==> src/rtl/br_pkg.sv <==
package br_pkg;
   typedef enum logic [1:0] {
      SEL_N = 2'd0,
      SEL_V = 2'd1,
      SEL_C = 2'd2,
      SEL_Z = 2'd3
   } flag_sel_e;

   typedef struct packed {
      logic      legal;
      flag_sel_e sel;
      logic      want_set;
   } cond_t;

   localparam logic [4:0] BRANCH_LOW = 5'b10000;
endpackage

==> src/rtl/br_cond_decode.sv <==
module br_cond_decode
   import br_pkg::*;
#(
   parameter int OP_W = 8
) (
   input  logic [OP_W-1:0] opcode,
   input  logic            fl_n,
   input  logic            fl_z,
   input  logic            fl_c,
   input  logic            fl_v,
   output logic            legal,
   output logic            cond_met
);
   localparam int SEL_MSB = OP_W - 1;
   localparam int POL_BIT = OP_W - 3;

   generate
      if (OP_W != 8) begin : g_bad_width
         $error("br_cond_decode: opcode map assumes 8-bit opcodes");
      end
   endgenerate

   cond_t      cond;
   logic [3:0] flag_vec;

   always_comb begin
      cond.legal    = (opcode[POL_BIT-1:0] == BRANCH_LOW);
      cond.sel      = flag_sel_e'(opcode[SEL_MSB -: 2]);
      cond.want_set = opcode[POL_BIT];
      flag_vec[SEL_N] = fl_n;
      flag_vec[SEL_V] = fl_v;
      flag_vec[SEL_C] = fl_c;
      flag_vec[SEL_Z] = fl_z;
   end

   assign legal    = cond.legal;
   assign cond_met = cond.legal && (flag_vec[cond.sel] == cond.want_set);
endmodule

==> src/rtl/br_target_calc.sv <==
module br_target_calc #(
   parameter int ADDR_W = 16,
   parameter int DISP_W = 8,
   parameter int PAGE_W = 8
) (
   input  logic [ADDR_W-1:0] seq_pc,
   input  logic [DISP_W-1:0] disp,
   output logic [ADDR_W-1:0] target,
   output logic              page_cross
);
   localparam int EXT_W = ADDR_W - DISP_W;

   generate
      if (PAGE_W >= ADDR_W) begin : g_bad_page
         $error("br_target_calc: page width must be below address width");
      end
      if (EXT_W > 0) begin : g_extend
         assign target = seq_pc + {{EXT_W{disp[DISP_W-1]}}, disp};
      end else begin : g_trunc
         assign target = seq_pc + disp[ADDR_W-1:0];
      end
   endgenerate

   assign page_cross = (target[ADDR_W-1:PAGE_W] != seq_pc[ADDR_W-1:PAGE_W]);
endmodule

==> src/rtl/br_cycle_count.sv <==
module br_cycle_count #(
   parameter int CYC_W     = 3,
   parameter int BASE_CYC  = 2,
   parameter int TAKEN_PEN = 1,
   parameter int CROSS_PEN = 1
) (
   input  logic             legal,
   input  logic             taken,
   input  logic             page_cross,
   output logic [CYC_W-1:0] cycles
);
   localparam int MAX_CYC = BASE_CYC + TAKEN_PEN + CROSS_PEN;

   generate
      if (MAX_CYC >= (1 << CYC_W)) begin : g_bad_cyc
         $error("br_cycle_count: CYC_W too narrow for worst case");
      end
   endgenerate

   always_comb begin
      if (!legal) begin
         cycles = '0;
      end else if (!taken) begin
         cycles = CYC_W'(BASE_CYC);
      end else if (page_cross) begin
         cycles = CYC_W'(MAX_CYC);
      end else begin
         cycles = CYC_W'(BASE_CYC + TAKEN_PEN);
      end
   end
endmodule

==> src/rtl/branch_resolver.sv <==
module branch_resolver #(
   parameter int ADDR_W    = 16,
   parameter int DISP_W    = 8,
   parameter int OP_W      = 8,
   parameter int PAGE_W    = 8,
   parameter int CYC_W     = 3,
   parameter int BASE_CYC  = 2,
   parameter int TAKEN_PEN = 1,
   parameter int CROSS_PEN = 1
) (
   input  logic              clk,
   input  logic              rst,
   input  logic              valid_i,
   input  logic [OP_W-1:0]   opcode_i,
   input  logic [DISP_W-1:0] disp_i,
   input  logic              flag_n_i,
   input  logic              flag_z_i,
   input  logic              flag_c_i,
   input  logic              flag_v_i,
   input  logic [ADDR_W-1:0] seq_pc_i,
   output logic              taken_o,
   output logic [ADDR_W-1:0] next_pc_o,
   output logic [CYC_W-1:0]  cycles_o,
   output logic              illegal_o,
   output logic              done_o
);
   generate
      if (DISP_W > ADDR_W) begin : g_bad_disp
         $error("branch_resolver: displacement wider than address");
      end
   endgenerate

   logic              legal_c;
   logic              met_c;
   logic [ADDR_W-1:0] target_c;
   logic              cross_c;
   logic [CYC_W-1:0]  cyc_c;
   logic [ADDR_W-1:0] npc_c;

   br_cond_decode #(.OP_W(OP_W)) u_dec (
      .opcode   (opcode_i),
      .fl_n     (flag_n_i),
      .fl_z     (flag_z_i),
      .fl_c     (flag_c_i),
      .fl_v     (flag_v_i),
      .legal    (legal_c),
      .cond_met (met_c)
   );

   br_target_calc #(.ADDR_W(ADDR_W), .DISP_W(DISP_W), .PAGE_W(PAGE_W)) u_tgt (
      .seq_pc     (seq_pc_i),
      .disp       (disp_i),
      .target     (target_c),
      .page_cross (cross_c)
   );

   br_cycle_count #(
      .CYC_W(CYC_W), .BASE_CYC(BASE_CYC),
      .TAKEN_PEN(TAKEN_PEN), .CROSS_PEN(CROSS_PEN)
   ) u_cyc (
      .legal      (legal_c),
      .taken      (met_c),
      .page_cross (cross_c),
      .cycles     (cyc_c)
   );

   assign npc_c = met_c ? target_c : seq_pc_i;

   always_ff @(posedge clk) begin
      if (rst) begin
         taken_o   <= 1'b0;
         next_pc_o <= '0;
         cycles_o  <= '0;
         illegal_o <= 1'b0;
         done_o    <= 1'b0;
      end else begin
         done_o <= valid_i;
         if (valid_i) begin
            taken_o   <= met_c;
            next_pc_o <= npc_c;
            cycles_o  <= cyc_c;
            illegal_o <= !legal_c;
         end
      end
   end
endmodule

==> config.mk <==
export PLATFORM = sky130hd
export DESIGN_NAME = branch_resolver
export DESIGN_NICKNAME = d
export VERILOG_FILES = /design/src/rtl/br_pkg.sv /design/src/rtl/br_cond_decode.sv /design/src/rtl/br_target_calc.sv /design/src/rtl/br_cycle_count.sv /design/src/rtl/branch_resolver.sv
export SDC_FILE = /design/constraint.sdc
export NUM_CORES = 1
export LEC_CHECK = 0
export ABC_AREA = 1
export ABC_CLOCK_PERIOD_IN_PS = 2450
export BUFFER_PORTS_ARGS = -buffer_cell sky130_fd_sc_hd__buf_2
export CORE_UTILIZATION = 48
export DETAILED_ROUTE_END_ITERATION = 8
export GPL_TIMING_DRIVEN = 0
export PLACE_DENSITY = 0.81
export SKIP_LAST_GASP = 1
export SLEW_MARGIN = 40
export SYNTH_ARGS = -nofsm -noshare
export SYNTH_HDL_FRONTEND = slang
export SYNTH_SLANG_ARGS = --single-unit
==> constraint.sdc <==
create_clock -name clk -period 2.45 [get_ports clk]
set_clock_uncertainty 0.2 [all_clocks]
set_input_delay 0.49 -clock clk [delete_from_list [all_inputs] [get_ports clk]]
set_output_delay 0.49 -clock clk [all_outputs]
set_load 0.01 [all_outputs]
; ---- After elaboration in Yosys (flattened, before gate mapping)
; Index checks and enable logic that the tools add are counted.
[totals]
reg_bits = 22
input_bits = 39
out_inout_bits = 22
elab_cells = 18
[op_classes]
add_sub_neg = 1
magnitude_cmp = 1
n_eq_ne = 3
n_mux = 6
reduce_logical = 2
[ops]
columns = op, n
row1 = $add A16 B16 Y16, 1
row2 = $mux W16, 1
row3 = $mux W3, 3
row4 = $ne A8 B8 Y1, 1
row5 = $eq A5 B5 Y1 const B, 1
row6 = $lt A2 B3 Y1 const B, 1
row7 = $bmux W1 S2, 1
row8 = $eq A1 B1 Y1, 1
row9 = $logic_and A1 B1 Y1, 1
row10 = $logic_not A1 Y1, 1
row11 = $mux W1, 1

; ---- Logic depth before layout (Yosys ltp)
; Gate-level depths: netlist of run 1.
[logic_depth]
ltp_word = 6
depth_mapped = 17

; ---- Hierarchy
; Synthesis of run 1 repeated with hierarchy kept, for this count alone.
[hier_totals]
hier_cells = 418
hier_area_um2 = 2373.5
[by_module_without_submodules]
columns = module, n_inst, cells_per_inst, area_per_inst_um2, seq_area_each_um2
row1 = br_target_calc, 1, 233, 1147.4, 0.0
row2 = branch_resolver, 1, 163, 1114.8, 440.4
row3 = br_cond_decode, 1, 16, 87.6, 0.0
row4 = br_cycle_count, 1, 6, 23.8, 0.0

; ---- Worst setup path after synthesis of run 1
; OpenSTA, ideal clock, no wires.
[synth_path]
path_type = input -> register
startpoint = in disp_i[0]
endpoint = reg cycles_o[1]
t_arrival_ns = 2.167
slack_ns = 0.016
stages = 14
path_cell_list = ha_1 > fa_1 > nand3_1 > nand3_1 > nand2_1 > nand2_1 > xor2_1 > nand2_1 > nand2_1 > nor2_1 > nand2_1 > o21bai_4 > nand2_2 > a21oi_2
[synth_via]
elab_chain_len = 5
[synth_lines]
columns = item, line
row1 = from (decl), branch_resolver.sv:15  ; input logic [DISP_W-1:0] disp_i,
row2 = $add A16 B16 Y16, br_target_calc.sv:18  ; assign target = seq_pc + {{EXT_W{disp[DISP_W-1]}}, disp};
row3 = $ne A8 B8 Y1, br_target_calc.sv:24  ; assign page_cross = (target[ADDR_W-1:PAGE_W] != seq_pc[ADDR_W-1:PAGE_W]);
row4 = $mux W3, br_cycle_count.sv:25  ; end else if (page_cross) begin
row5 = $mux W3, br_cycle_count.sv:23  ; end else if (!taken) begin
row6 = $mux W3, br_cycle_count.sv:21  ; if (!legal) begin
row7 = to (signal assigned), branch_resolver.sv:81  ; cycles_o <= cyc_c;
row8 = to (decl), branch_resolver.sv:23  ; output logic [CYC_W-1:0] cycles_o,
; Every way passes these cells.
; A chain may end at the register's enable or synchronous reset.

; ---- Worst setup path after layout of run 1
; Ends and elaborated chain as after synthesis.

==> results of run 1 <==
## flip-flops by register name, indices dropped and copies added (netlist names)
signal,cells
taken_o,1
done_o,1
next_pc_o,16
illegal_o,1
cycles_o,3
## layer usage
layer | routed length, um | global-route usage, % | vias up | part of all wire (%)
li1 | - | - | 1300 | -
met4 | 96 | 4.08 | 0 | 1.6
met3 | 287 | 3.62 | 14 | 4.7
met2 | 3000 | 45.8 | 74 | 49
met1 | 2700 | 31.5 | 1127 | 44
met5 | 0 | 0 | - | 0
## how the worst max path moves through the flow
stage / start / endpoint / slack, ps
floorplan: disp_i[0] / cycles_o[1] / 20
global placement: disp_i[0] / cycles_o[1] / -340
detailed placement: disp_i[0] / cycles_o[1] / -370
CTS: disp_i[7] / cycles_o[1] / 10
global route: seq_pc_i[0] / cycles_o[1] / -30
finish: disp_i[0] / cycles_o[1] / 90
## area by class of cell
cell class / count / area (sq um) / area share [%]
multi-input cells: 277 / 1700 / 60.2
flip-flops and latches: 22 / 440 / 15.6
repair buffers: 62 / 322 / 11.4
inverters: 57 / 214 / 7.58
well taps: 50 / 62.6 / 2.22
clock buffers: 4 / 55.1 / 1.95
plain buffers: 7 / 28.8 / 1.02
## cells in the mapped netlist (2+ instances only)
master    instances  area (sq um)
o21a_1            2          15.0
nand3_1          39           195
dfxtp_1          22           440
o21ai_0           9          45.0
xor2_1            2          17.5
clkbuf_1          4          15.0
buf_2             2          10.0
xnor2_1           6          52.6
inv_2             4          15.0
nand2_1         117           439
nor2_1           19          71.3
ha_1             15           188
o211ai_1          8          60.1
nor2_2            4          25.0
a21oi_1          31           155
and2_1            3          18.8
nand4_1           2          12.5
nand2_2          10          62.6
a31oi_1           2          12.5
inv_1            53           199
## cell families after synthesis
logic type / count (synthesis) / share of synthesized area, %
DFF: 22 / 20.6
buffers and inverters: 64 / 11.4
xor gates and xnor gates: 8 / 3.28
AOI/OAI and AO/OA: 55 / 15.1
adders and majority gates: 16 / 9.72
and+or+nand+nor: 198 / 39.9
## repair_timing
item,CTS,global route
setup endpoints to repair,3,3
pin swaps,3,9
buffers inserted,0,2
gates resized for setup,8,38
hold buffers,0,0
## report_power, final
group,internal (uW),total [uW],switching (uW),leakage [uW]
Sequential,376,384,8.69,0.000181
Clock,143,260,117,0.0000288
Combinational,208,512,304,0.00126
Total,727,1160,429,0.00147
## stage by stage
step	total power [uW]	cell area (sq um)	std cells	TNS [ps]	hold slack, ps
after detailed placement	818	2500	473	-1200	253
after global placement	806	2500	473	-994	251
after global routing	1240	2820	479	-38.6	239
final	1160	2820	479	0	254
after floorplan	697	2140	363	0	290
after CTS	1080	2580	477	0	248
## critical path: stages
cell      delay [ps]
buf_2            100
ha_2             200
fa_2             380
nand3_2           80
nand3_2          120
nand2_2           90
nand2_2           70
xor2_1           160
nand2_1           70
nand2_1           80
nor2_2           120
nand2_2           80
o21bai_4         160
nand2_2           60
a21oi_2          100
==> results.cfg, run 1 <==
[global_routing]
grt_usage_pct = 25.1
grt_pass1_wl_um = 8960
grt_max_degree = 13
first_global_vias = 2100
grt_antenna_before_repair = 0
grt_overflow_total = 0

[flow_run]
cap_viol_max_count = 0

[floorplan]
io_pins = 61
num_rows = 23
initial_core_util_pct = 51.5
die_h_um = 68.7
die-area_sq_um = 4720
die_w_um = 68.7
core-area_sq_um = 4140

[clock_network]
clk-insertion-delay-late_ps = 260
cts_buffers = 3
htree_levels = 1
clkSinkCount = 22
root_buffer = clkbuf_8
clk_path_buf_depth = 2
cts_tree = yes
clk_pin_slew_worst_paths_ps = 80

[synthesis]
synth_edf_count = 0
yosysUniqueCellTypes = 29
netlist_area_sq_um = 2140
yosys_warnings = 0
synth_cells = 363
synth_area_per_cell_sq_um = 5.88
synthesis.nets = 418
ys_async_sr_fraction_pct = 0
ys_seq_elements = 22
ys_seq_area_share_pct = 20.6
synth_ff_type = dfxtp_1

[status]
status = completed

[timing]
setup-violations-final = 0
hold_viol_final = 0
worst_pin_slew_ps = 519
relSlewSlack_pct = 65.4
fmax_ghz = 0.423
finalCritPeriodShare_pct = 96.4
fin_crit_ps = 2360
setup_ws_ps = 88.4
slew_violations = 0

[power_and_ir_drop]
peakVddDrop_v = 0.000253
power.density_nw_per_um2 = 410
p_leak_uw = 0.00147

[drt]
drtAntennaViolNets = 0
routed_wl_um = 6090
wl_per_cell_um = 12.7
dr.first_iter.drc_count = 157
drc = 0
via_count = 2515
drt_first_pass_iters = 4
viasPerCell = 5.25

[critical_path]
arrival_ps = 2360
r2r.worst_path.cells = 2
r2r_start = next_pc_o[6]
cp_max_fo = 3
worstSetupStartpointType = primary input
end_kind = flop
timing.rr.end = next_pc_o[6]
r2r_setup_slack_ps = 1590
required_ps = 2450
path_class = primary input to flop

[place]
io_buffers = 60
place_ws_ps = -365
dp_hpwl_um = 4530
globalplace.congestion = 0.874

[worst_hold_path]
hold_depth = 2
hp-class = primary input to flop
min_to = illegal_o
holdCritStartpoint = rst

[cells_and_area]
layout-drive-gt1-share_pct = 28.9
num_antenna_cells = 0
layout_common_cells = nand2_1 (111), buf_2 (61), inv_1 (53)
final_core_util_pct = 68.1
fillers = 384
syn2layout_area_growth_pct = 32.2
layout_commonest_cell = nand2_1
nNetsFinal = 485
(Power assumes the default switching activity.)
==> run 2, diff against run 1 <==
CORE_ASPECT_RATIO = 1.25   (was default)
CORE_UTILIZATION = 40   (was 48)
PLACE_DENSITY = 0.7   (was 0.81)
==> results.cfg, run 2 (same netlist as run 1, synthesis figures left out) <==
[critical_path]
r2r.worst_path.cells = 2
r2r_start = next_pc_o[12]
slowest_stage = fa_2
worst_path_most_repeated_cell = nand2_2
path_class = primary input to flop
arrival_ps = 2350
worstSetupStartpointType = primary input
crit_start = seq_pc_i[0]
max_stage_delay_ps = 430
timing.rr.end = next_pc_o[12]
r2r_setup_slack_ps = 1620
end_kind = flop
required_ps = 2450
cp_max_fo = 3
crit_chain = buf_6 -> ha_4 -> fa_2 -> nand2_2 -> nand2_2 -> nand3_2 -> nand2_4 -> nand2_2 -> nand3_1 -> nand3_1 -> nand2_1 -> nor2_1 -> nand2_2 -> o21bai_4 -> nand2_2 -> a21oi_2

[global_routing]
grt_usage_pct = 21.7
grt_max_degree = 14
grt_pass1_wl_um = 9510
grt_busiest_layer = met2
first_global_vias = 2217
met1_usage_pct = 24.4
grt_overflow_total = 0
grt_antenna_before_repair = 0
use_met2_pct = 40.6
grt_use_met3_pct = 2.32

[clock_network]
htree_levels = 1
root_buffer = clkbuf_8
cts_buffers = 3
clk_pin_slew_worst_paths_ps = 80
clk-insertion-delay-late_ps = 260
cts_tree = yes
clk_path_buf_depth = 2
clkSinkCount = 22

[worst_hold_path]
hold_depth = 2
holdCritStartpoint = rst
min_to = illegal_o
hp-class = primary input to flop

[floorplan]
num_rows = 29
core-area_sq_um = 5120
die-area_sq_um = 5640
die_w_um = 67.4
io_pins = 61
initial_core_util_pct = 41.7
die_h_um = 83.7

[drt]
wl_per_cell_um = 12.7
via_count = 2542
dr.first_iter.drc_count = 95
viasPerCell = 5.16
drtAntennaViolNets = 0
routed_wl_um = 6280
drc = 0
drt_first_pass_iters = 4

[power_and_ir_drop]
power.density_nw_per_um2 = 424
p_leak_uw = 0.00150
peakVddDrop_v = 0.000260

[cells_and_area]
layout-drive-gt1-share_pct = 31.8
final_cells = 493
final_core_util_pct = 57.9
layout_commonest_cell = nand2_1
num_antenna_cells = 0
syn2layout_area_growth_pct = 38.8
largest_reg_flops = 16
nNetsFinal = 487
reg_top3 = next_pc_o (16), cycles_o (3)
largest-register = next_pc_o
layout_common_cells = nand2_1 (103), buf_2 (59), inv_1 (53)

[timing]
fin_crit_ps = 2350
holdWs_ps = 225
relSlewSlack_pct = 60.4
setup_ws_ps = 99.5
worst_pin_slew_ps = 594
finalCritPeriodShare_pct = 95.9
fmax_ghz = 0.425
setup-violations-final = 0
hold_viol_final = 0
slew_violations = 0

[place]
io_buffers = 60
dp_hpwl_um = 4790
dp.cells = 485
place_ws_ps = -372
globalplace.congestion = 0.954

[flow_run]
cap_viol_max_count = 0

[status]
status = completed
[run 2: cell types whose count changed in the layout (fill, tap and decap cells not counted), sizes merged]
cell | previous run | this run
clkbuf | 8 | 7
bufinv | 0 | 1
buf | 65 | 67
[run 2: worst max path at each step]
stage / endpoint / slack [ps] / depth (start not counted)
6_report: cycles_o[1] / 100 / 16
5_1_grt: cycles_o[1] / -20 / 15
4_1_cts: cycles_o[1] / 20 / 15
3_5_place_dp: cycles_o[1] / -370 / 15
3_3_place_gp: cycles_o[1] / -340 / 15
2_1_floorplan: cycles_o[1] / 20 / 14
[run 2: metal layers]
layer	part of all wire, %	wire [um]	vias to the layer above
met5	0	0	-
met4	2.8	173	0
met3	3.3	210	15
met2	52	3250	61
met1	42	2650	1167
li1	-	-	1299
[run 2: final cells by class]
| type | instances | area, sq um |
|---|---|---|
| multi-input combinational | 277 | 1780 |
| inverter | 57 | 214 |
| buffer | 7 | 28.8 |
| timing repair buffer | 64 | 353 |
| clock inverter | 1 | 30.0 |
| tap | 62 | 77.6 |
| fill | 518 | 2150 |
| sequential | 22 | 440 |
| clock buffer | 3 | 41.3 |
[run 2: what timing repair did]
item	CTS	global route
gates resized for setup	6	62
hold buffers	0	0
setup endpoints to repair	3	3
setup buffers	0	4
pin swaps	0	21
[run 2: critical path: cells and delay by family]
family | cells | cell delay (ps)
compound gates | 2 | 250
fa+ha+maj | 2 | 590
buf+inv | 1 | 100
simple gates | 11 | 910
[run 2: power breakdown]
part           leakage (uW)  internal [uW]  switching [uW]
Sequential         0.000181            376            8.48
Clock             0.0000357            218             115
Combinational       0.00128            225             315
[run 2: stage by stage]
| stage | power (uW) | TNS (ps) | instance area [sq um] |
|---|---|---|---|
| finish | 1260 | 0 | 2960 |
| global route | 1340 | -22.0 | 2960 |
| CTS | 1160 | 0 | 2610 |
| detailed placement | 823 | -1420 | 2510 |
| global placement | 812 | -1090 | 2510 |
| floorplan | 697 | 0 | 2140 |
